## src/rtl/tick_cmp_pkg.sv

```systemverilog
package tick_cmp_pkg;
  typedef enum logic {
    SEL_COUNT = 1'b0,
    SEL_LIMIT = 1'b1
  } reg_sel_e;

  localparam logic [1:0] SINT_TIMER  = 2'b01;
  localparam logic [1:0] SINT_SYSTEM = 2'b10;
endpackage

```

## src/rtl/tcc_counter.sv

```systemverilog
module tcc_counter #(
  parameter int CNT_W = 63
) (
  input  logic             clk,
  input  logic             rst_n,
  input  logic             tick_en,
  input  logic             ld,
  input  logic [CNT_W:0]   ld_data,
  output logic [CNT_W-1:0] cnt_q,
  output logic             npt_q,
  output logic             step
);
  function automatic logic [CNT_W-1:0] next_count(input logic [CNT_W-1:0] c);
    return c + {{(CNT_W-1){1'b0}}, 1'b1};
  endfunction

  assign step = tick_en && !ld;

  always_ff @(posedge clk) begin
    if (!rst_n) begin
      cnt_q <= '0;
      npt_q <= 1'b1;
    end else if (ld) begin
      cnt_q <= ld_data[CNT_W-1:0];
      npt_q <= ld_data[CNT_W];
    end else if (step) begin
      cnt_q <= next_count(cnt_q);
    end
  end

  AST_CNT_STEP: assert property (@(posedge clk) disable iff (!rst_n)
    step |=> cnt_q == next_count($past(cnt_q)));
  AST_CNT_HOLD: assert property (@(posedge clk) disable iff (!rst_n)
    (!tick_en && !ld) |=> $stable(cnt_q) && $stable(npt_q));
  AST_CNT_LOAD: assert property (@(posedge clk) disable iff (!rst_n)
    ld |=> (cnt_q == $past(ld_data[CNT_W-1:0])) && (npt_q == $past(ld_data[CNT_W])));
endmodule

```

## src/rtl/tcc_compare.sv

```systemverilog
module tcc_compare #(
  parameter int CNT_W = 63
) (
  input  logic             clk,
  input  logic             rst_n,
  input  logic             step,
  input  logic             lim_wr,
  input  logic [CNT_W:0]   wr_data,
  input  logic [CNT_W-1:0] cnt_q,
  output logic             hit_q
);
  logic [CNT_W-1:0] lim_q;
  logic             dis_q;
  logic             late_q;
  logic             armed;
  logic             cross_evt;
  logic             fire_evt;
  logic             late_evt;

  function automatic logic [CNT_W-1:0] next_count(input logic [CNT_W-1:0] c);
    return c + {{(CNT_W-1){1'b0}}, 1'b1};
  endfunction

  function automatic logic already_passed(input logic [CNT_W-1:0] lim,
                                          input logic [CNT_W-1:0] c);
    return (lim != '0) && (lim <= c);
  endfunction

  assign armed     = !dis_q && (lim_q != '0);
  assign cross_evt = armed && (next_count(cnt_q) == lim_q);
  assign fire_evt  = step && !lim_wr && armed && (cross_evt || late_q);
  assign late_evt  = lim_wr && !wr_data[CNT_W] &&
                     already_passed(wr_data[CNT_W-1:0], cnt_q);

  always_ff @(posedge clk) begin
    if (!rst_n) begin
      lim_q  <= '0;
      dis_q  <= 1'b1;
      late_q <= 1'b0;
      hit_q  <= 1'b0;
    end else begin
      hit_q <= fire_evt;
      if (lim_wr) begin
        lim_q  <= wr_data[CNT_W-1:0];
        dis_q  <= wr_data[CNT_W];
        late_q <= late_evt;
      end else if (fire_evt) begin
        late_q <= 1'b0;
      end
    end
  end

  AST_HIT_ENABLED: assert property (@(posedge clk) disable iff (!rst_n)
    hit_q |-> !$past(dis_q) && $past(step));
  AST_HIT_NONZERO: assert property (@(posedge clk) disable iff (!rst_n)
    hit_q |-> $past(lim_q) != '0);
  AST_HIT_SINGLE: assert property (@(posedge clk) disable iff (!rst_n)
    hit_q |=> !hit_q);
  AST_LATE_ONCE: assert property (@(posedge clk) disable iff (!rst_n)
    hit_q |-> !late_q);
  AST_LIM_LOAD: assert property (@(posedge clk) disable iff (!rst_n)
    lim_wr |=> (lim_q == $past(wr_data[CNT_W-1:0])) && (dis_q == $past(wr_data[CNT_W])));
endmodule

```

## src/rtl/tick_compare_timer.sv

```systemverilog
module tick_compare_timer
  import tick_cmp_pkg::*;
#(
  parameter int CNT_W    = 63,
  parameter bit SYS_KIND = 1'b0
) (
  input  logic           clk,
  input  logic           rst_n,
  input  logic           tick_en,
  input  logic           wr_en,
  input  logic           wr_sel,
  input  logic [CNT_W:0] wr_data,
  output logic [CNT_W:0] rd_count,
  output logic [1:0]     sint_set
);
  logic             cnt_ld;
  logic             lim_ld;
  logic             step;
  logic             npt_q;
  logic             hit;
  logic [CNT_W-1:0] cnt_q;
  logic [1:0]       sint_code;

  assign cnt_ld = wr_en && (reg_sel_e'(wr_sel) == SEL_COUNT);
  assign lim_ld = wr_en && (reg_sel_e'(wr_sel) == SEL_LIMIT);

  tcc_counter #(.CNT_W(CNT_W)) u_cnt (
    .clk     (clk),
    .rst_n   (rst_n),
    .tick_en (tick_en),
    .ld      (cnt_ld),
    .ld_data (wr_data),
    .cnt_q   (cnt_q),
    .npt_q   (npt_q),
    .step    (step)
  );

  tcc_compare #(.CNT_W(CNT_W)) u_cmp (
    .clk     (clk),
    .rst_n   (rst_n),
    .step    (step),
    .lim_wr  (lim_ld),
    .wr_data (wr_data),
    .cnt_q   (cnt_q),
    .hit_q   (hit)
  );

  generate
    if (SYS_KIND) begin : g_sys
      assign sint_code = SINT_SYSTEM;
    end else begin : g_cpu
      assign sint_code = SINT_TIMER;
    end
  endgenerate

  assign rd_count = {npt_q, cnt_q};
  assign sint_set = hit ? sint_code : 2'b00;

  AST_SINT_ONEHOT: assert property (@(posedge clk) disable iff (!rst_n)
    $onehot0(sint_set));
  AST_READ_FLAG: assert property (@(posedge clk) disable iff (!rst_n)
    cnt_ld |=> rd_count[CNT_W] == $past(wr_data[CNT_W]));
endmodule

```

## config.mk

```make
export PLATFORM = sky130hd
export DESIGN_NAME = tick_compare_timer
export DESIGN_NICKNAME = d
export VERILOG_FILES = /design/src/rtl/tick_cmp_pkg.sv /design/src/rtl/tcc_counter.sv /design/src/rtl/tcc_compare.sv /design/src/rtl/tick_compare_timer.sv
export SDC_FILE = /design/constraint.sdc
export NUM_CORES = 1
export LEC_CHECK = 0
export BUFFER_PORTS_ARGS = -buffer_cell sky130_fd_sc_hd__buf_4
export CORE_UTILIZATION = 30
export CTS_BUF_LIST = sky130_fd_sc_hd__clkbuf_4 sky130_fd_sc_hd__clkbuf_8 sky130_fd_sc_hd__clkbuf_16
export DETAILED_ROUTE_END_ITERATION = 8
export PLACE_DENSITY = 0.52
export SLEW_MARGIN = 20
export SYNTH_ARGS = -nofsm -noshare
export SYNTH_HDL_FRONTEND = slang
export SYNTH_SLANG_ARGS = --single-unit
export TNS_END_PERCENT = 100
```

## constraint.sdc

```tcl
create_clock -name clk -period 7.5 [get_ports clk]
set_input_delay 1.125 -clock clk [delete_from_list [all_inputs] [get_ports clk]]
set_output_delay 1.125 -clock clk [all_outputs]
set_load 0.02 [all_outputs]
```

==> reports/metrics.yaml <==
internal_power_w: 0.00149
cts_hold_buf: 0
synthArstFlopShare_pct: 0
slowest_stage: "nor4_4"
cts_resized: 0
syn_nets: 1423
cts_tree: "yes"
grt_first_pass_wirelength_um: 57800
coreArea_sq_um: 31600
syn-instance-count: 1290
ys.warnings.count: 0
crit_arrival_ns: 4.20
drc: 0
yosys.area_share.xor_xnor_pct: 11.9
antenna_found_initial: 0
p_sw_share_pct: 31.9
relSlewSlack_pct: 29.9
fin_crit_sh_pct: 51.4
path_class: "reg2reg"
startpoint_type: "flop"
rrSetupSlack_ns: 3.64
finalSetupTns_ns: 0
critPathMaxFanout: 11
viasPerCell: 5.64
grt_pass1_vias: 9334
grt.total_usage_pct: 22.9
gp_congestion: 0.915
clk_latency_ns: 0.43
numCtsBuffers: 17
port_buffers: 133
drive_above_1_share_pct: 13.8
synthAdderAreaFrac_pct: 8.26
vias: 10097
hold_class: "reg2reg"
worst_pin_slew_ns: 1.04
synth_compound_area_share_pct: 17.2
synth_seq_cells: 130
crit_chain: "ha_1 -> nand3_1 -> nor4_4 -> nand4_1 -> nor2_1 -> mux2_2 -> nor4_1 -> nand4_1 -> o31ai_1"
rows: 65
grt_start_max_net_pins: 77
final-hold-violation-count: 0
crit_path_max_incr_delay_ns: 0.66
setup_viol: 0
p_switching_w: 0.000700
critPathCaptureType: "flop"
antenna_left: 0
synth_edf_count: 0
ys_types: 63
timing.rr.start: "u_cnt.cnt_q[0]$_SDFFE_PN0P_"
worstReg2RegEnd: "u_cmp.hit_q$_SDFF_PN0_"
final_nets: 1507
drt_first_pass_iters: 7
pwr-share-seq_pct: 36.8
min_to: "u_cmp.dis_q$_SDFFE_PN1P_"
ys.flop_type: "dfxtp_1"
synth-simple-area-share_pct: 29.7
dieArea_sq_um: 33000
drt_iter0_markers: 855
cts.sinks: 130
syn_area_sq_um: 9690
cellLeakagePower_nw: 4.25
start_util_pct: 30.6
area_growth_pct: 19.5
hpwlAfterDp_um: 29000
rsz0062_at_grt: "no"
avgSynthCellArea_sq_um: 7.51
power_frac_comb_pct: 20.6
drv_cap: 0
cts.clk_slew.worst_paths_ns: 0.07
ir_drop_mv: 0.143
wl_per_cell_um: 21.2
htree_levels: 4
clockRootBuffer: "clkbuf_16"
yosysSeqAreaShare_pct: 26.9
diodes: 0
postCtsSetupBuffers: 0
required_ns: 7.85
cellPowerDensity_nw_per_um2: 189
period_needed_ns: 3.86
hold_depth: 2
synth_top_family_by_area: "simple AND/OR/NAND/NOR gates"
clockBufferDepth: 2
p_clk_share_pct: 42.6
fin_util_pct: 36.6
synthMuxAreaShare_pct: 0.323
wl_um: 38000
rr_worst_depth: 9
io_pins: 135
die_h_um: 182
status: "finished clean"
min_from: "u_cmp.dis_q$_SDFFE_PN1P_"
slew_violations: 0
path_common_cell: "nand4_1"
die_x_um: 182
skew_ns: 0.0159
max_freq_mhz: 259
grt-ovfl-total: 0
-- final cells by class --
type | count | area [sq um]
Clock buffer | 18 | 439
Clock inverter | 14 | 203
Fill cell | 3355 | 20100
Inverter | 67 | 254
Multi-Input combinational cell | 1020 | 6540
Sequential cell | 130 | 2600
Tap cell | 402 | 503
Timing Repair Buffer | 138 | 1040
-- cell usage after synthesis, drive strengths merged (4+ instances only) --
cell type,number,area (sq um)
dfxtp,130,2600
a21oi,84,420
ha,64,801
and2,7,43.8
xnor2,99,867
nand3,45,225
a311oi,22,193
nand2,187,702
or4,8,60.1
nand2b,4,25.0
nand4b,4,35.0
nor2b,4,25.0
inv,67,251
a21o,29,218
and3,6,37.5
o21a,5,37.5
nor4,72,510
nand4,59,397
buf,25,126
and4,7,61.3
clkbuf,48,181
a211oi,43,323
or3,24,150
nor2,97,364
o21ai,35,175
o211ai,7,52.6
or2,7,43.8
a31oi,9,56.3
nor3,30,155
xor2,30,263
-- metal layers --
layer  GRT usage (%)  vias to the layer above  wire length, um
met1            32.5                     4817            17800
met5               0                        -                0
met3            4.03                       51             2600
met2            35.0                      392            16700
li1                -                     4837                -
met4            7.25                        0              890
-- flip-flops by register name, indices dropped and copies added, names as in the netlist --
signal,count
u_cmp.dis_q,1
u_cmp.hit_q,1
u_cmp.late_q,1
u_cmp.lim_q,63
u_cnt.cnt_q,63
u_cnt.npt_q,1
-- worst max-delay path, delay by kind of cell (launching register included) --
kind | cells | cell delay [ns]
and+or+nand+nor | 6 | 2.33
adders and majority gates | 1 | 0.30
DFF | 1 | 0.52
muxes | 1 | 0.37
AOI/OAI and AO/OA | 1 | 0.24
-- power by group through the flow --
| stage | clock network (W) | logic, W | registers [W] |
|---|---|---|---|
| global placement | 0 | 0.000446 | 0.000818 |
| detailed placement | 0 | 0.000448 | 0.000820 |
| finish | 0.000934 | 0.000451 | 0.000806 |
| CTS | 0.000950 | 0.000451 | 0.000805 |
| floorplan | 0 | 0.000266 | 0.000812 |
| global route | 0.000977 | 0.000495 | 0.000813 |
-- cells by family after synthesis --
kind of cell / count (synthesis)
buffers and inverters: 140
multiplexers: 3
AND/OR/NAND/NOR: 566
adder cells (fa/ha/maj): 64
XOR/XNOR: 130
other: 1
AO/OA/AOI/OAI: 256
flip-flops: 130
-- placed cells by master (no fill, tap or decap), drive strengths merged, types with 59 or more instances in the layout --
cell,instances
nand2,187
buf,138
dfxtp,130
xnor2,99
nor2,97
a21oi,84
nor4,72
inv,70
ha,64
nand4,59
-- through the flow --
stage | setup WS (ns) | hold slack (ns) | instance area, sq um | cells | power (W)
floorplan | 4.52 | 0.439 | 9690 | 1290 | 0.00108
global placement | 3.81 | 0.461 | 10900 | 1757 | 0.00126
detailed placement | 3.75 | 0.472 | 10900 | 1757 | 0.00127
CTS | 3.73 | 0.485 | 11600 | 1789 | 0.00221
global route | 3.27 | 0.508 | 11600 | 1789 | 0.00229
finish | 3.64 | 0.486 | 11600 | 1789 | 0.00219
-- worst max-delay path by stage --
stage / startpoint / to / cells past startpoint
3_5_place_dp: u_cnt.cnt_q[0]$_SDFFE_PN0P_ / u_cmp.hit_q$_SDFF_PN0_ / 9
6_report: u_cnt.cnt_q[0]$_SDFFE_PN0P_ / u_cmp.hit_q$_SDFF_PN0_ / 9
2_1_floorplan: u_cnt.cnt_q[0]$_SDFFE_PN0P_ / u_cmp.hit_q$_SDFF_PN0_ / 10
5_1_grt: u_cnt.cnt_q[0]$_SDFFE_PN0P_ / u_cmp.hit_q$_SDFF_PN0_ / 9
4_1_cts: u_cnt.cnt_q[0]$_SDFFE_PN0P_ / u_cmp.hit_q$_SDFF_PN0_ / 9
3_3_place_gp: u_cnt.cnt_q[0]$_SDFFE_PN0P_ / u_cmp.hit_q$_SDFF_PN0_ / 9
(Power assumes the default switching activity.)
